**src/rtl/fpcmp_pkg.sv**
```systemverilog
package fpcmp_pkg;
  localparam int SP_EXP_W = 8;
  localparam int SP_MAN_W = 23;
  localparam int DP_EXP_W = 11;
  localparam int DP_MAN_W = 52;
  localparam int OPER_W   = 1 + DP_EXP_W + DP_MAN_W;
  localparam int PRED_W   = 8;
  localparam int FLAG_W   = 5;

  typedef enum logic [1:0] {
    PRED_EQ  = 2'd0,
    PRED_GT  = 2'd1,
    PRED_GE  = 2'd2,
    PRED_RSV = 2'd3
  } predCode_e;

  typedef struct packed {
    logic useDouble;
    logic takeEq;
    logic takeGt;
  } cmpStrobe_t;
endpackage

```
**src/rtl/fpCmpCtrl.sv**
```systemverilog
module fpCmpCtrl
  import fpcmp_pkg::*;
(
  input  logic       precSel,
  input  logic [1:0] predSel,
  output cmpStrobe_t strobes
);
  predCode_e code;

  always_comb begin
    code = predCode_e'(predSel);
    strobes.useDouble = precSel;
    strobes.takeEq    = 1'b0;
    strobes.takeGt    = 1'b0;
    unique case (code)
      PRED_EQ:  strobes.takeEq = 1'b1;
      PRED_GT:  strobes.takeGt = 1'b1;
      PRED_GE:  begin
        strobes.takeEq = 1'b1;
        strobes.takeGt = 1'b1;
      end
      PRED_RSV: ;
      default:  ;
    endcase
  end
endmodule

```
**src/rtl/fpCmpCore.sv**
```systemverilog
module fpCmpCore #(
  parameter int EXPW = 8,
  parameter int MANW = 23
) (
  input  logic [EXPW+MANW:0] opA,
  input  logic [EXPW+MANW:0] opB,
  output logic               unordered,
  output logic               isEq,
  output logic               isGt
);
  localparam int MAGW = EXPW + MANW;

  logic            signA, signB;
  logic [MAGW-1:0] magA, magB;
  logic            nanA, nanB, bothZero;

  assign signA = opA[MAGW];
  assign signB = opB[MAGW];
  assign magA  = opA[MAGW-1:0];
  assign magB  = opB[MAGW-1:0];

  assign nanA = (&opA[MAGW-1:MANW]) && (|opA[MANW-1:0]);
  assign nanB = (&opB[MAGW-1:MANW]) && (|opB[MANW-1:0]);
  assign unordered = nanA || nanB;
  assign bothZero  = (magA == '0) && (magB == '0);

  always_comb begin
    isEq = 1'b0;
    isGt = 1'b0;
    if (!unordered) begin
      if (bothZero) begin
        isEq = 1'b1;
      end else if (signA != signB) begin
        isGt = !signA;
      end else begin
        isEq = (magA == magB);
        isGt = signA ? (magA < magB) : (magA > magB);
      end
    end
  end

  always_comb begin
    if (isEq && isGt) assert (1'b0) else $error("p_eq_gt_excl_r1: equal and greater at once");
  end
endmodule

```
**src/rtl/fpCmpDatapath.sv**
```systemverilog
module fpCmpDatapath
  import fpcmp_pkg::*;
(
  input  cmpStrobe_t        strobes,
  input  logic [OPER_W-1:0] opA,
  input  logic [OPER_W-1:0] opB,
  output logic              unordered,
  output logic              bothZero,
  output logic              result
);
  localparam int SP_W = 1 + SP_EXP_W + SP_MAN_W;

  logic spUnord, spEq, spGt;
  logic dpUnord, dpEq, dpGt;
  logic selEq, selGt;

  fpCmpCore #(.EXPW(SP_EXP_W), .MANW(SP_MAN_W)) u_spCore (
    .opA(opA[SP_W-1:0]), .opB(opB[SP_W-1:0]),
    .unordered(spUnord), .isEq(spEq), .isGt(spGt)
  );

  fpCmpCore #(.EXPW(DP_EXP_W), .MANW(DP_MAN_W)) u_dpCore (
    .opA(opA), .opB(opB),
    .unordered(dpUnord), .isEq(dpEq), .isGt(dpGt)
  );

  always_comb begin
    if (strobes.useDouble) begin
      unordered = dpUnord;
      selEq     = dpEq;
      selGt     = dpGt;
      bothZero  = (opA[OPER_W-2:0] == '0) && (opB[OPER_W-2:0] == '0);
    end else begin
      unordered = spUnord;
      selEq     = spEq;
      selGt     = spGt;
      bothZero  = (opA[SP_W-2:0] == '0) && (opB[SP_W-2:0] == '0);
    end
    result = (strobes.takeEq && selEq) || (strobes.takeGt && selGt);
  end
endmodule

```
**src/rtl/quietFpCompare.sv**
```systemverilog
module quietFpCompare
  import fpcmp_pkg::*;
(
  input  logic              precSel,
  input  logic [1:0]        predSel,
  input  logic [OPER_W-1:0] opA,
  input  logic [OPER_W-1:0] opB,
  output logic [PRED_W-1:0] predOut,
  output logic [FLAG_W-1:0] flagsOut
);
  cmpStrobe_t strobes;
  logic       unordered;
  logic       bothZero;
  logic       result;

  fpCmpCtrl u_ctrl (
    .precSel(precSel), .predSel(predSel), .strobes(strobes)
  );

  fpCmpDatapath u_dp (
    .strobes(strobes), .opA(opA), .opB(opB),
    .unordered(unordered), .bothZero(bothZero), .result(result)
  );

  assign predOut  = {PRED_W{result}};
  assign flagsOut = '0;

  always_comb begin
    if (unordered) assert (predOut == '0) else $error("p_nan_false_r4");
    if (predSel == 2'd3) assert (predOut == '0) else $error("p_reserved_false_r2");
    if (bothZero && !unordered && predSel == 2'd0)
      assert (predOut == '1) else $error("p_zero_equal_r6");
    if (bothZero && !unordered && predSel == 2'd1)
      assert (predOut == '0) else $error("p_zero_not_greater_r6");
    assert ((predOut == '0) || (predOut == '1)) else $error("p_pred_form_r10");
  end
endmodule

```
**config.mk**
```make
export PLATFORM = sky130hd
export DESIGN_NAME = quietFpCompare
export DESIGN_NICKNAME = d
export VERILOG_FILES = /design/src/rtl/fpcmp_pkg.sv /design/src/rtl/fpCmpCtrl.sv /design/src/rtl/fpCmpCore.sv /design/src/rtl/fpCmpDatapath.sv /design/src/rtl/quietFpCompare.sv
export SDC_FILE = /design/constraint.sdc
export NUM_CORES = 1
export LEC_CHECK = 0
export ABC_AREA = 1
export CAP_MARGIN = 20
export CORE_MARGIN = 10
export CORE_UTILIZATION = 30
export DETAILED_ROUTE_END_ITERATION = 16
export PLACE_DENSITY = 0.69
export SETUP_SLACK_MARGIN = 0.5
export SKIP_LAST_GASP = 1
export SLEW_MARGIN = 20
export SYNTH_ARGS = -nofsm -noshare
export SYNTH_HDL_FRONTEND = slang
export SYNTH_SLANG_ARGS = --single-unit
```
**constraint.sdc**
```tcl
create_clock -name vclk -period 2.1
set_input_delay 0.315 -clock vclk [all_inputs]
set_output_delay 0.315 -clock vclk [all_outputs]
set_load 0.02 [all_outputs]
```
==> impl_summary.md <==
Global routing
The initial antenna violation count is 0. Entering global routing, the biggest net connects 9 pins. The first global-routing pass estimated 19580 um of wire. After global routing the overflow that remains totals 0. The total track usage is between 15 and 20%. The number of global-route vias before repair is between 4000 and 5000.

Synthesis
The mux share of post-synthesis cell area is 0%. Sequential cells were found to cover 0% of the synthesized design area. The cell type with the highest aggregate area in the netlist is sky130_fd_sc_hd__ha_1. The yosys synthesis warning count is 0. Of the total synthesized cell area, the portion taken by AND, OR, NAND and NOR gates is 43.06%. By count the netlist is led by 113 x sky130_fd_sc_hd__nand2_1, 83 x sky130_fd_sc_hd__nor2_1, 81 x sky130_fd_sc_hd__inv_1, 65 x sky130_fd_sc_hd__ha_1, 29 x sky130_fd_sc_hd__a21oi_1. Summing the areas of all fa, ha and maj instances in the mapped netlist gives a little under a third of the synthesized area.

Counting every instance in the synthesized netlist gives between 400 and 500. The synthesized netlist devotes approximately 8.6% of its cell area to compound gates. Summing the areas of all xor and xnor instances in the mapped netlist gives less than 1% of the synthesized area. The area share of the largest cell type after synthesis is between 30% and 40%. The synthesized netlist occupies a cell area of ~2700 um^2. The average instance area after synthesis is about 5.5 um^2. By area, the combinational part of the netlist is dominated by simple AND/OR/NAND/NOR gates. The count of cell types in the netlist is 28. The most common cell in the netlist is sky130_fd_sc_hd__nand2_1. By area the synthesized netlist is led by sky130_fd_sc_hd__ha_1 30%, sky130_fd_sc_hd__nand2_1 16%, sky130_fd_sc_hd__nor2_1 12%.

Layout
In the finished design the tool counted flip-flops and latches totalling 0. The clock tree buffer count of the final layout is 0. The total area of sequential cells is 0 um^2. The final core area utilization is 63.69%.

From synthesis to final layout, the design area changed by 106.7%. In the final layout, the share of cells above drive strength 1 is 56.70%. The number of inserted diodes is 0. The net total in the final layout is slightly above 900. Fill cells in the final layout number between 700 and 800.

Critical path
The slowest stage of the critical path belongs to the cell sky130_fd_sc_hd__ha_4. The kind of end point of the critical path is an output pin. The library cell appearing most often on the critical path is sky130_fd_sc_hd__nand2_1.

The required time at the worst-slack endpoint is approximately 1.8 ns. Following the worst setup path forward leads to its endpoint at predOut[3]. The delay of the slowest critical-path stage is between 0.2 and 0.3 ns. The launching element type of the critical path is an input port. The signal on the critical path passes through clkdlybuf4s15_1 > ha_4 > nand2_1 > nand2_1 > nand2_1 > nand2_1 > a21oi_1 > nand2_1 > nand2_2 > nand3_2 > a21oi_2 > nand2_1 > a21oi_2 > nand2_2 > nand2_4 > buf_6. The worst-path maximum fanout is 8. The data arrival time at the worst-slack endpoint is 2.14 ns.

The critical path in this run is classified as in -> out. The critical path starts at opA[8].

Floorplan
The die covers roughly 13000 um^2. The number of placement rows is 34. The overall die height is ~110 um. Pin placement for this block handled approximately 140 I/O pins. The horizontal die dimension is ~110 um.

The initial utilization of the core area, before any placement, comes to between 30 and 40%. The area of the core is around 8700 um^2.

Timing
The final critical delay including setup and external delays is around 2.5 ns. The number of hold violations in the final report came to 0. Setup repair after global routing could not meet its margin everywhere. The post-route worst hold slack is approximately 1.5 ns. The final setup slack of the worst path is -0.3589 ns. The count of final max-slew check failures is 0.

The peak clock frequency supported by timing is approximately 0.4 GHz. Setup violations remaining at the end of the flow were counted as 8. In the finished design, the share of the clock period the worst path needs comes to 117.1%.

Power and ir drop
The power density over the cells is ~200 nW/um^2. Across the VDD grid, the largest voltage drop is 101.8 uV. For this design the static power due to leakage is 0.002640 uW.

Outcome
The flow ran to the end, but the final reports show violations. The final reports fail on negative setup slack.

Routing
The first detailed-routing pass ran for 5 iterations. For this block, the via count after detailed routing is between 3000 and 4000. The count of routing violations after the opening detailed-route iteration is ~150.

Wires add up to between 10000 and 15000 um. In the final routed layout, each cell accounts on average for ~15 um. The count of nets left with antenna violations once routing finished came out at 0. The residual DRC count is 0. In the routed layout, each cell is associated on average with a via count of 4.797.

Placement
The worst-case setup slack after placement is -1.307 ns. Routability-driven placement finished with a final weighted congestion of around 0.86. The HPWL reported at the end of detailed placement is just under 10000 um. The count of buffers added on input and output ports is around 140.

Hold path
The path class of the tightest hold or removal check is in -> out.

Run
The tool flagged a number of max-cap violations equal to 0.
## cell families after synthesis
| logic type | Yosys count |
|---|---|
| xor+xnor | 1 |
| simple gates | 270 |
| other cells | 1 |
| fa+ha+maj | 65 |
| buf+inv | 113 |
| compound gates | 42 |
## where the power goes
part	leakage, uW	internal [uW]	switching [uW]
clock network	0	0	0
registers	0	0	0
logic	0.00264	588	550
## placed cells by master, fill, tap and decap left out, types with 17 or more instances in the layout
cell,count
sky130_fd_sc_hd__buf_2,56
sky130_fd_sc_hd__ha_4,59
sky130_fd_sc_hd__nand2_1,83
sky130_fd_sc_hd__inv_1,28
sky130_fd_sc_hd__inv_2,69
sky130_fd_sc_hd__buf_4,87
sky130_fd_sc_hd__a21oi_1,23
sky130_fd_sc_hd__nand2_2,21
sky130_fd_sc_hd__nor2_1,69
sky130_fd_sc_hd__clkdlybuf4s15_2,17
sky130_fd_sc_hd__nand4_1,26
sky130_fd_sc_hd__buf_6,26
## critical path, delay by kind of cell
kind	cells	cell delay, ns
and+or+nand+nor	10	0.77
buffers and inverters	2	0.36
adders and majority gates	1	0.26
AOI/OAI and AO/OA	3	0.46
## per-layer routing
metal / GRT usage (%) / wire (um)
met4: 2.506 / 262
met2: 34.54 / 6556
met1: 19.01 / 4844
met5: 0 / 0
met3: 2.830 / 740
## final cells by class
cell class         count  area, um^2  area share (%)
inverters            100       392.9           7.074
multi-input cells    383        3287           59.18
repair buffers       226        1739           31.31
well taps            108       135.1           2.433
## metrics by stage
stage	std cells	total power (uW)	cell area [um^2]	TNS (ns)
floorplan	496	408.1	2821	-0.3336
global placement	801	867.9	4780	-10.04
detailed placement	801	893.4	4780	-10.38
CTS	815	1054	5418	-2.706
global route	817	1245	5554	-3.734
finish	817	1138	5554	-2.862
## timing repair
action | 4_1_cts | 5_1_grt
pin swaps | 88 | 66
hold buffers | 0 | 0
resized for setup | 598 | 81
cloned | 0 | 0
buffers inserted | 14 | 2
endpoints found under the setup margin | 8 | 8
## worst min path at each step
stage                 start          to  slack, ns  cells past startpoint
finish              opA[31]  predOut[4]       1.51                      8
CTS                 opA[31]  predOut[5]       1.48                      8
floorplan           precSel  predOut[1]       0.97                      4
global placement    precSel  predOut[0]       1.91                      6
global route        opA[31]  predOut[4]       1.58                      8
detailed placement  precSel  predOut[5]       1.93                      6
No activity file was read; power rests on OpenSTA's default activity.
